`config.mk`:
```
export PLATFORM = sky130hd
export DESIGN_NAME = log2_approx
export DESIGN_NICKNAME = d
export VERILOG_FILES = /design/src/rtl/lg2c_pkg.sv /design/src/rtl/lg2c_lead_one.sv /design/src/rtl/lg2c_norm_shift.sv /design/src/rtl/log2_approx.sv
export SDC_FILE = /design/constraint.sdc
export NUM_CORES = 1
export LEC_CHECK = 0
export ABC_AREA = 1
export BUFFER_PORTS_ARGS = -buffer_cell sky130_fd_sc_hd__buf_4
export CORE_MARGIN = 3
export CORE_UTILIZATION = 35
export CTS_BUF_LIST = sky130_fd_sc_hd__clkbuf_2
export DETAILED_ROUTE_END_ITERATION = 10
export HOLD_SLACK_MARGIN = 0.08
export PLACE_DENSITY = 0.62
export SKIP_CTS_REPAIR_TIMING = 1
export SLEW_MARGIN = 20
export SYNTH_ARGS = -nofsm -noshare
export SYNTH_HDL_FRONTEND = slang
export SYNTH_SLANG_ARGS = --single-unit
```
`constraint.sdc`:
```
create_clock -name clk -period 1.3 [get_ports clk]
set_input_delay 0.26 -clock clk [delete_from_list [all_inputs] [get_ports clk]]
set_output_delay 0.26 -clock clk [all_outputs]
set_load 0.01 [all_outputs]
```
`src/rtl/lg2c_pkg.sv`:
```
package lg2c_pkg;

   typedef enum logic {
      LOD_SCAN = 1'b0,
      LOD_TREE = 1'b1
   } lod_style_e;

   function automatic int char_width(input int width);
      int w;
      w = $clog2(width);
      return (w < 1) ? 1 : w;
   endfunction

endpackage

```
`src/rtl/lg2c_lead_one.sv`:
```
module lg2c_lead_one
   import lg2c_pkg::*;
#(
   parameter int         WIDTH  = 16,
   parameter int         IDX_W  = 4,
   parameter lod_style_e STYLE  = LOD_TREE
) (
   input  logic [WIDTH-1:0] vec,
   output logic [IDX_W-1:0] idx,
   output logic             any
);

   localparam int PADDED = 1 << IDX_W;

   assign any = |vec;

   if (PADDED < WIDTH) begin : g_bad_idx
      $error("lg2c_lead_one: IDX_W too small for WIDTH");
   end

   if (STYLE == LOD_SCAN) begin : g_scan
      always_comb begin
         idx = '0;
         for (int i = 0; i < WIDTH; i++) begin
            if (vec[i]) idx = IDX_W'(i);
         end
      end
   end else begin : g_tree
      logic [PADDED-1:0] lvl [0:IDX_W];
      logic [IDX_W-1:0]  hit;

      assign lvl[0] = PADDED'(vec);

      for (genvar s = 0; s < IDX_W; s++) begin : g_stage
         localparam int HALF = 1 << (IDX_W - 1 - s);
         assign hit[s]      = |lvl[s][2*HALF-1:HALF];
         assign lvl[s+1]    = hit[s] ? (lvl[s] >> HALF) : lvl[s];
         assign idx[IDX_W-1-s] = hit[s];
      end
   end

endmodule

```
`src/rtl/lg2c_norm_shift.sv`:
```
module lg2c_norm_shift #(
   parameter int WIDTH = 16,
   parameter int AMT_W = 4
) (
   input  logic [WIDTH-1:0] din,
   input  logic [AMT_W-1:0] amt,
   output logic [WIDTH-1:0] dout
);

   logic [WIDTH-1:0] st [0:AMT_W];

   assign st[0] = din;

   for (genvar i = 0; i < AMT_W; i++) begin : g_stage
      localparam int STEP = 1 << i;
      if (STEP >= WIDTH) begin : g_flush
         assign st[i+1] = amt[i] ? '0 : st[i];
      end else begin : g_shift
         assign st[i+1] = amt[i] ? (st[i] << STEP) : st[i];
      end
   end

   assign dout = st[AMT_W];

endmodule

```
`src/rtl/log2_approx.sv`:
```
module log2_approx
   import lg2c_pkg::*;
#(
   parameter int         DATA_W    = 16,
   parameter lod_style_e LOD_STYLE = LOD_TREE,
   parameter int         CHAR_W    = lg2c_pkg::char_width(DATA_W)
) (
   input  logic              clk,
   input  logic              rst_n,
   input  logic              in_valid,
   input  logic [DATA_W-1:0] in_data,
   output logic              out_valid,
   output logic [CHAR_W-1:0] out_char,
   output logic [DATA_W-1:0] out_frac,
   output logic              out_zero
);

   localparam logic [CHAR_W-1:0] TOP_IDX = CHAR_W'(DATA_W - 1);

   if (DATA_W < 2) begin : g_bad_width
      $error("log2_approx: DATA_W must be at least 2");
   end
   if (CHAR_W != lg2c_pkg::char_width(DATA_W)) begin : g_bad_char
      $error("log2_approx: CHAR_W must not be overridden");
   end

   logic [CHAR_W-1:0] lod_idx;
   logic              lod_any;
   logic [CHAR_W-1:0] shift_amt;
   logic [DATA_W-1:0] norm_word;
   logic [DATA_W-1:0] frac_next;

   lg2c_lead_one #(
      .WIDTH (DATA_W),
      .IDX_W (CHAR_W),
      .STYLE (LOD_STYLE)
   ) lod_i (
      .vec (in_data),
      .idx (lod_idx),
      .any (lod_any)
   );

   assign shift_amt = TOP_IDX - lod_idx;

   lg2c_norm_shift #(
      .WIDTH (DATA_W),
      .AMT_W (CHAR_W)
   ) shf_i (
      .din  (in_data),
      .amt  (shift_amt),
      .dout (norm_word)
   );

   assign frac_next = {norm_word[DATA_W-2:0], 1'b0};

   always_ff @(posedge clk or negedge rst_n) begin
      if (!rst_n) begin
         out_valid <= 1'b0;
         out_char  <= '0;
         out_frac  <= '0;
         out_zero  <= 1'b0;
      end else begin
         out_valid <= in_valid;
         if (in_valid) begin
            out_char <= lod_any ? lod_idx : '0;
            out_frac <= lod_any ? frac_next : '0;
            out_zero <= ~lod_any;
         end
      end
   end

   // detector index points at the top set bit
   a_r1_lead_index : assert property (@(posedge clk) disable iff (!rst_n)
      (in_valid && in_data != '0) |-> ((in_data >> lod_idx) == DATA_W'(1)));

   // normalised word carries the leading one in its top bit
   a_r2_norm_top : assert property (@(posedge clk) disable iff (!rst_n)
      (in_valid && in_data != '0) |-> norm_word[DATA_W-1]);

   // zero flag forces empty characteristic and fraction
   a_r3_zero_clear : assert property (@(posedge clk) disable iff (!rst_n)
      out_zero |-> (out_char == '0 && out_frac == '0));

   // zero flag tracks the captured operand
   a_r4_zero_flag : assert property (@(posedge clk) disable iff (!rst_n)
      in_valid |=> (out_zero == ($past(in_data) == '0)));

   // strobe latency of one clock
   a_r5_valid_rise : assert property (@(posedge clk) disable iff (!rst_n)
      in_valid |=> out_valid);
   a_r5_valid_idle : assert property (@(posedge clk) disable iff (!rst_n)
      !in_valid |=> !out_valid);

   // results hold through idle clocks
   a_r6_hold : assert property (@(posedge clk) disable iff (!rst_n)
      !in_valid |=> ($stable(out_char) && $stable(out_frac) && $stable(out_zero)));

endmodule

```
==> reports/metrics.cfg, run 1 <==
[finish]
layout-drive-gt1-share=0.496
layout.nets=355
num_antenna_cells=0
final_core_util=0.605
final_area_mm2=0.00269
final_common_cell=nand2_1
final_cell_mix=74 x nand2_1, 71 x buf_4, 36 x nand3_1
stdcell_count=387
syn_to_final_growth_pct=64.4
fill_cells=400

[die]
die_h_um=74.4
die_area_mm2=0.00553
io_pins=41
coreArea_mm2=0.00444
die_x_um=74.4
initial_core_util=0.368
rows=24

[placement]
placed_cell_area_mm2=0.00226
hpwl_um=3780
port_buffers=39
gp_congestion=0.906
dp_cells=373

[global_route]
grt_max_degree=22
grtUsageTotal=0.184
grt_antenna_before_repair=0
grt_pass1_vias=1748
grt_pass1_wl_um=8040
overflow=0

[logic_synthesis]
synth_top_cell_by_area=dfrtp_1
syn_nets=270
synthesis.instances=251
synth_top_area_frac=0.321
syn_area_mm2=0.00164
ys_types=28
post_synth.cell_area_avg_um2=6.52
ys_seq_elements=21
yosys-top-cells-area=dfrtp_1 32%, nand2_1 20%, nand3_1 19%
synth-seq-area-share=0.321
synth_warnings=0

[clock_tree]
cts_tree=done
cts_sinks=21
cts-root-buf=clkbuf_2
clockBufferDepth=2
cts_max_level=1
clk_latency_ns=0.33
cts_inserted_buffers=3
path_clk_slew_ns=0.21

[critical_path]
critical_path_class=primary input to flip-flop
r2r-start=out_frac[9]$_DFFE_PN0P_
worst-path-buf-inv=5
r2r_setup_slack_ns=0.65
crit_required_ns=1.59
worstPathArrival_ns=2.03
crit_path_start=in_data[11]
cp_slowest_stage_delay_ns=0.28
critPathMaxFanout=6
regToRegEndpoint=out_frac[9]$_DFFE_PN0P_
reg2reg_depth=2
cp_top_family=simple AND/OR/NAND/NOR gates
start_kind=primary input
crit_cells=16
path_cells=buf_4, nor2_4, nand2_2, nor2_4, buf_6, buf_6, a21oi_4, o21a_4, nand2_8, buf_12, nand3_2, inv_2, nand2_2, o21ai_2, o21ai_1, nand2_1
crit_path_end_kind=flip-flop
crit_slowest_cell=o21a_4

[detailed_routing]
routedWlPerCell_um=13.7
drt_wl_total_um=5300
num_vias=1988
vias_per_cell=5.14
drc=0
ant_nets=0
drt_iter0_drc=152
first_pass_iters=4

[timing]
maxSlewViolCount=0
finClkSkew_ns=0
layout_setup_ws_ns=-0.443
hold_viol=0
finalSetupViolations=16
min_period_over_period=1.34
timing.fmax_mhz=574
period_needed_ns=1.74
rsz0062_at_grt=true

[outcome]
violations=setup timing
status=finished with violations

[worst_hold_path]
hold_class=primary input to flip-flop
hold_end=out_char[0]$_DFFE_PN0P_
min_from=in_valid
min_delay_path_depth=3

[flow_run]
drv_cap=0

[power_and_ir_drop]
ir_drop_mv=0.385
p_leak_nw=1.41
power-per-cell-area_mw_per_mm2=718

[worst register-to-register path, stage by stage, from the launching register on]
cell and delay [ns]:
dfrtp_1 0.44, nand2_1 0.08, nand2_1 0.05
[final cells by class]
type | instances | area, um2 | share of cell area
multi-input cells | 200 | 1240 | 0.460
clock buffers | 4 | 20.0 | 0.00745
well taps | 52 | 65.1 | 0.0242
repair buffers | 88 | 742 | 0.276
inverters | 22 | 100 | 0.0372
flip-flops and latches | 21 | 526 | 0.195
[synthesized netlist by cell type]
| cell type | count |
|---|---|
| nand2_1 | 89 |
| buf_4 | 1 |
| nand2_4 | 4 |
| and2_1 | 1 |
| inv_1 | 18 |
| o21ai_0 | 7 |
| inv_2 | 1 |
| nor2_2 | 3 |
| nand3_1 | 62 |
| o211ai_1 | 1 |
| nand3_2 | 3 |
| nand2_2 | 4 |
| nor2_4 | 1 |
| buf_8 | 1 |
| clkbuf_1 | 2 |
| clkinv_1 | 1 |
| a21oi_1 | 2 |
| nor2_1 | 11 |
| dfrtp_1 | 21 |
| nand4_1 | 1 |
| buf_6 | 4 |
| nor3_1 | 1 |
| o21a_4 | 1 |
| inv_4 | 2 |
| conb_1 | 1 |
| buf_2 | 2 |
| o21ai_1 | 5 |
| nand3b_1 | 1 |
[flip-flops by register name, summed over array words and instances (netlist names)]
signal and flops:
out_frac 15, out_char 4, out_valid 1, out_zero 1
[power by group]
group / total (mW) / internal, mW / switching [mW] / leakage, nW
logic: 0.872 / 0.406 / 0.467 / 1.14
registers: 0.775 / 0.733 / 0.0429 / 0.253
clock network: 0.284 / 0.0814 / 0.202 / 0.0166
total: 1.93 / 1.22 / 0.712 / 1.41
[per-stage QoR]
step	worst slack [ns]	hold WS (ns)	TNS [ns]	power [mW]
floorplan	-0.583	-0.0356	-8.57	1.17
global placement	-0.831	0.155	-12.97	1.51
detailed placement	-0.895	0.159	-14.04	1.51
CTS	-0.523	-0.220	-7.24	1.80
global route	-0.519	0.186	-7.04	2.07
finish	-0.443	0.205	-5.74	1.93
[cell families after synthesis]
| logic type | after synthesis | synth area share |
|---|---|---|
| AO/OA/AOI/OAI | 16 | 0.0566 |
| AND/OR/NAND/NOR | 181 | 0.514 |
| buffers and inverters | 32 | 0.106 |
| flip-flops | 21 | 0.321 |
| other | 1 | 0.00229 |
[worst max-delay path by stage]
stage                               end  slack, ns
2_1_floorplan  out_frac[15]$_DFFE_PN0P_      -0.58
3_3_place_gp   out_frac[14]$_DFFE_PN0P_      -0.83
3_5_place_dp   out_frac[14]$_DFFE_PN0P_      -0.90
4_1_cts        out_frac[12]$_DFFE_PN0P_      -0.52
5_1_grt        out_frac[11]$_DFFE_PN0P_      -0.52
6_report        out_frac[9]$_DFFE_PN0P_      -0.44
[layer usage]
metal / up-vias / track usage / part of all wire
met2: 60 / 0.302 / 0.49
met5: - / 0 / 0
met3: 9 / 0.0351 / 0.045
li1: 990 / - / -
met1: 929 / 0.254 / 0.45
met4: 0 / 0.0336 / 0.013
No activity file was read; power rests on OpenSTA's default activity.
==> run 2: changes to the inputs <==
Settings changed: BUFFER_PORTS_ARGS -buffer_cell sky130_fd_sc_hd__buf_4 to default, CTS_BUF_LIST sky130_fd_sc_hd__clkbuf_2 to sky130_fd_sc_hd__clkbuf_8, DONT_BUFFER_PORTS from default to 1, PLACE_DENSITY 0.62 to 0.55.
==> reports/metrics.cfg, run 2 (synthesis results as in run 1) <==
[outcome]
status=finished with violations
violations=setup timing

[die]
io_pins=41
coreArea_mm2=0.00444
rows=24
initial_core_util=0.368
die_x_um=74.4
die_area_mm2=0.00553
die_h_um=74.4

[global_route]
grt_pass1_wl_um=7520
grt_pass1_vias=1624
grt_max_degree=22
grtUsageTotal=0.174
grt_antenna_before_repair=0
overflow=0

[timing]
maxSlewViolCount=0
finalSetupViolations=18
worst_slew_pin_slew_ns=0.954
hold_viol=0
min_period_over_period=1.35
setup_tns_ns=-6.07
slew_headroom=0.362
layout_setup_ws_ns=-0.451
period_needed_ns=1.75
whs_ns=0.113
timing.fmax_mhz=571
finClkSkew_ns=0
rsz0062_at_grt=true

[critical_path]
reg2reg_depth=2
critical_path_class=primary input to flip-flop
critPathMaxFanout=8
worstPathArrival_ns=1.91
start_kind=primary input
cp_slowest_stage_delay_ns=0.19
crit_required_ns=1.46
path_cells=nor2_4, nand2_2, nor2_4, inv_2, o21ai_2, nand3_2, nand2_2, clkinv_4, nand2_8, buf_12, nand3b_1, nand2_1, nand2_2, nand3_2, nand3_2, nand2_1, nand2_1
crit_slowest_cell=nor2_4
crit_path_end_kind=flip-flop

[power_and_ir_drop]
p_int_mw=1.18
net-switching-power_uw=636
netSwitchingFraction=0.350
ir_drop_mv=0.482
clkPwrFrac=0.231
power-per-cell-area_mw_per_mm2=821
pwr-share-comb=0.314
p_leak_nw=1.11
p_seq_frac=0.455

[clock_tree]
clockBufferDepth=2
cts_sinks=21
cts-root-buf=clkbuf_8
cts_max_level=1
cts_inserted_buffers=3
path_clk_slew_ns=0.08
cts_tree=done
clk_latency_ns=0.26

[finish]
final_common_cell=nand2_1
final_cell_mix=72 x nand2_1, 42 x nand3_1, 23 x nand3_2, 23 x buf_4, 21 x dfrtp_1
syn_to_final_growth_pct=35.3
layout.nets=299
stdcell_count=331
top_register=out_frac
num_antenna_cells=0
largest_registers=out_frac (15), out_char (4)
largest_register_ffs=15
layout-drive-gt1-share=0.358

[flow_run]
drv_cap=0

[detailed_routing]
vias_per_cell=5.26
dr_wl_met3_um=325
routedWlPerCell_um=14.7
drc=0
drt_iter0_drc=174
drt_wl_total_um=4870
top_layer=met4
dr_wl_met2_um=2390
num_vias=1742
ant_nets=0
wl_met1_um=2120
first_pass_iters=4

[placement]
gp_congestion=0.820
place_ws_ns=-0.737
hpwl_um=3630
port_buffers=0
dp_cells=321

[worst_hold_path]
min_delay_path_depth=2
hold_class=primary input to flip-flop

[run 2: changes by cell type in the layout (fill, tap and decap cells not counted), moves of 3 or more]
cell / delta
buf_4: -48
buf_6: -7
nand3_1: +6
nand3_2: -5
clkbuf_2: -4
o21ai_1: +4
o21ai_2: -4
buf_8: -3
clkbuf_8: +3
[run 2: per-stage QoR]
stage	cell area, um2	utilization	total power, mW
2_1_floorplan	1670	-	1.17
3_3_place_gp	1900	0.427	1.31
3_5_place_dp	1900	0.427	1.31
4_1_cts	1940	0.437	1.74
5_1_grt	2210	0.498	1.96
6_report	2210	0.498	1.82
[run 2: critical path, delay by kind of cell]
kind	cells	cell delay, ns
and+or+nand+nor	13	1.18
buffers and inverters	3	0.30
AOI/OAI and AO/OA	1	0.15
[run 2: path summary, 6_finish.rpt]
path                                             to                      from  slack (ns)
hold / removal              out_char[0]$_DFFE_PN0P_                  in_valid        0.11
setup reg to reg           out_frac[14]$_DFFE_PN0P_  out_frac[14]$_DFFE_PN0P_        0.62
max in group asynchronous  out_frac[14]$_DFFE_PN0P_                     rst_n        0.13
setup / recovery           out_frac[10]$_DFFE_PN0P_               in_data[10]       -0.45
min in group asynchronous   out_char[1]$_DFFE_PN0P_                     rst_n        0.59
hold reg to reg             out_frac[6]$_DFFE_PN0P_   out_frac[6]$_DFFE_PN0P_        0.55
[run 2: cell type report]
cell class,count,area (um2)
clock inverter,1,3.75
multi-input combinational,199,1180
timing repair inverter,1,7.51
clock buffer,3,41.3
inverter,22,96.3
timing repair buffer,32,298
tap,52,65.1
fill,446,2230
sequential,21,526
[run 2: power groups by stage]
stage	combinational, mW	clock (mW)	sequential [mW]
2_1_floorplan	0.347	0	0.825
3_3_place_gp	0.469	0	0.843
3_5_place_dp	0.469	0	0.842
4_1_cts	0.470	0.435	0.831
5_1_grt	0.647	0.473	0.839
6_report	0.572	0.419	0.827
[run 2: routing by layer]
layer	track usage	vias to the layer above
met1	0.227	816
met5	0	-
li1	-	869
met2	0.292	53
met4	0.0198	0
met3	0.0554	4
==> run 3: changes to the inputs <==
==> constraint.sdc (replaced) <==
create_clock -name clk -period 1.3 [get_ports clk]
set_input_delay 0.26 -clock clk [delete_from_list [all_inputs] [get_ports clk]]
set_output_delay 0.26 -clock clk [all_outputs]
set_load 0.05 [all_outputs]
==> reports/metrics.cfg, run 3 (synthesis results as in run 1) <==
[clock_tree]
cts-root-buf=clkbuf_8
cts_max_level=1
path_clk_slew_ns=0.07
clockBufferDepth=2
cts_inserted_buffers=3
cts_sinks=21
clk_latency_ns=0.26
cts_tree=done

[power_and_ir_drop]
p_seq_frac=0.459
clkPwrFrac=0.191
power-per-cell-area_mw_per_mm2=879
netSwitchingFraction=0.430
ir_drop_mv=0.343
net-switching-power_uw=949
p_leak_nw=1.25
total_power_mw=2.21
p_int_mw=1.26
pwr-share-comb=0.350

[finish]
largest_register_ffs=15
final_core_util=0.565
top_register=out_frac
syn_to_final_growth_pct=53.6
final_common_cell=nand2_1
layout-drive-gt1-share=0.459
largest_registers=out_frac (15), out_char (4)
layout.nets=310
final_cell_mix=69 x nand2_1, 35 x nand3_2, 28 x nand3_1
num_antenna_cells=0

[die]
initial_core_util=0.368
io_pins=41
die_x_um=74.4
die_area_mm2=0.00553
rows=24
die_h_um=74.4
coreArea_mm2=0.00444

[placement]
gp_congestion=0.835
hpwl_um=3670
port_buffers=0

[timing]
finClkSkew_ns=0
slew_headroom=0.380
maxSlewViolCount=0
hold_viol=0
timing.fmax_mhz=566
rsz0062_at_grt=true
layout_setup_ws_ns=-0.468
finalSetupViolations=17
min_period_over_period=1.36
period_needed_ns=1.77
whs_ns=0.0983
worst_slew_pin_slew_ns=0.927

[global_route]
grt_pass1_wl_um=7620
grt_max_degree=22
grt_pass1_vias=1684
overflow=0
grtUsageTotal=0.181
grt_antenna_before_repair=0

[worst_hold_path]
min_delay_path_depth=2
hold_class=primary input to flip-flop
min_from=in_valid

[critical_path]
crit_path_end_kind=flip-flop
worstPathArrival_ns=1.97
critical_path_class=primary input to flip-flop
r2r-start=out_frac[8]$_DFFE_PN0P_
start_kind=primary input
reg2reg_depth=2
crit_path_start=in_data[9]
crit_slowest_cell=o21a_4
path_cells=nor2_4, nand2_2, nor2_4, nand2_1, nand2_2, nor2_4, nand2_4, o21a_4, buf_12, clkbuf_16, nand3_2, nand2_1, nand2_1, nand3_1, nand2_1, nand2_1, nand2_1, nand2_1
critPathMaxFanout=6
cp_slowest_stage_delay_ns=0.22
crit_required_ns=1.50
path_common_cell=nand2_1

[detailed_routing]
drt_wl_total_um=5510
num_vias=1808
vias_per_cell=5.29
first_pass_iters=4
routedWlPerCell_um=16.1
drt_iter0_drc=126
drc=0
ant_nets=0

[flow_run]
drv_cap=0

[outcome]
status=finished with violations
violations=setup timing

[run 3: routing by layer]
layer / track usage / part of all wire
met1: 0.232 / 0.43
met2: 0.300 / 0.49
met3: 0.0459 / 0.059
met4: 0.0534 / 0.022
met5: 0 / 0
[run 3: power by group through the flow]
stage / Sequential [mW] / Clock, mW / Combinational [mW]
after floorplan: 1.07 / 0 / 0.352
after global placement: 1.03 / 0 / 0.555
after detailed placement: 1.03 / 0 / 0.557
after CTS: 1.02 / 0.444 / 0.559
after global routing: 1.02 / 0.471 / 0.845
final: 1.01 / 0.421 / 0.773
[run 3: critical path, delay by kind of cell]
family	cells	cell delay, ns
AOI/OAI and AO/OA	1	0.22
and+or+nand+nor	15	1.19
buffers and inverters	2	0.27
[run 3: final timing paths]
| kind | endpoint | slack, ns |
|---|---|---|
| max in group asynchronous | out_frac[12]$_DFFE_PN0P_ | 0.15 |
| min in group asynchronous | out_char[1]$_DFFE_PN0P_ | 0.58 |
| worst max register to register | out_frac[8]$_DFFE_PN0P_ | 0.39 |
| worst min register to register | out_frac[4]$_DFFE_PN0P_ | 0.48 |
| worst max-delay path | out_frac[12]$_DFFE_PN0P_ | -0.47 |
| worst min-delay path | out_char[0]$_DFFE_PN0P_ | 0.1 |
[run 3: layout make-up]
| class | instances | area (um2) |
|---|---|---|
| repair inverters | 1 | 16.3 |
| flip-flops and latches | 21 | 526 |
| fillers | 420 | 1930 |
| inverters | 22 | 97.6 |
| multi-input cells | 200 | 1320 |
| repair buffers | 42 | 443 |
| well taps | 52 | 65.1 |
| clock inverters | 1 | 5.00 |
| clock buffers | 3 | 41.3 |
[run 3: through the flow]
| stage | setup slack (ns) | TNS [ns] | cells | cell area, um2 |
|---|---|---|---|---|
| 6_report | -0.468 | -6.12 | 342 | 2510 |
| 3_3_place_gp | -0.728 | -10.84 | 324 | 1920 |
| 2_1_floorplan | -0.584 | -8.58 | 251 | 1670 |
| 5_1_grt | -0.591 | -8.49 | 342 | 2510 |
| 4_1_cts | -0.467 | -6.21 | 328 | 1960 |
| 3_5_place_dp | -0.728 | -11.11 | 324 | 1920 |
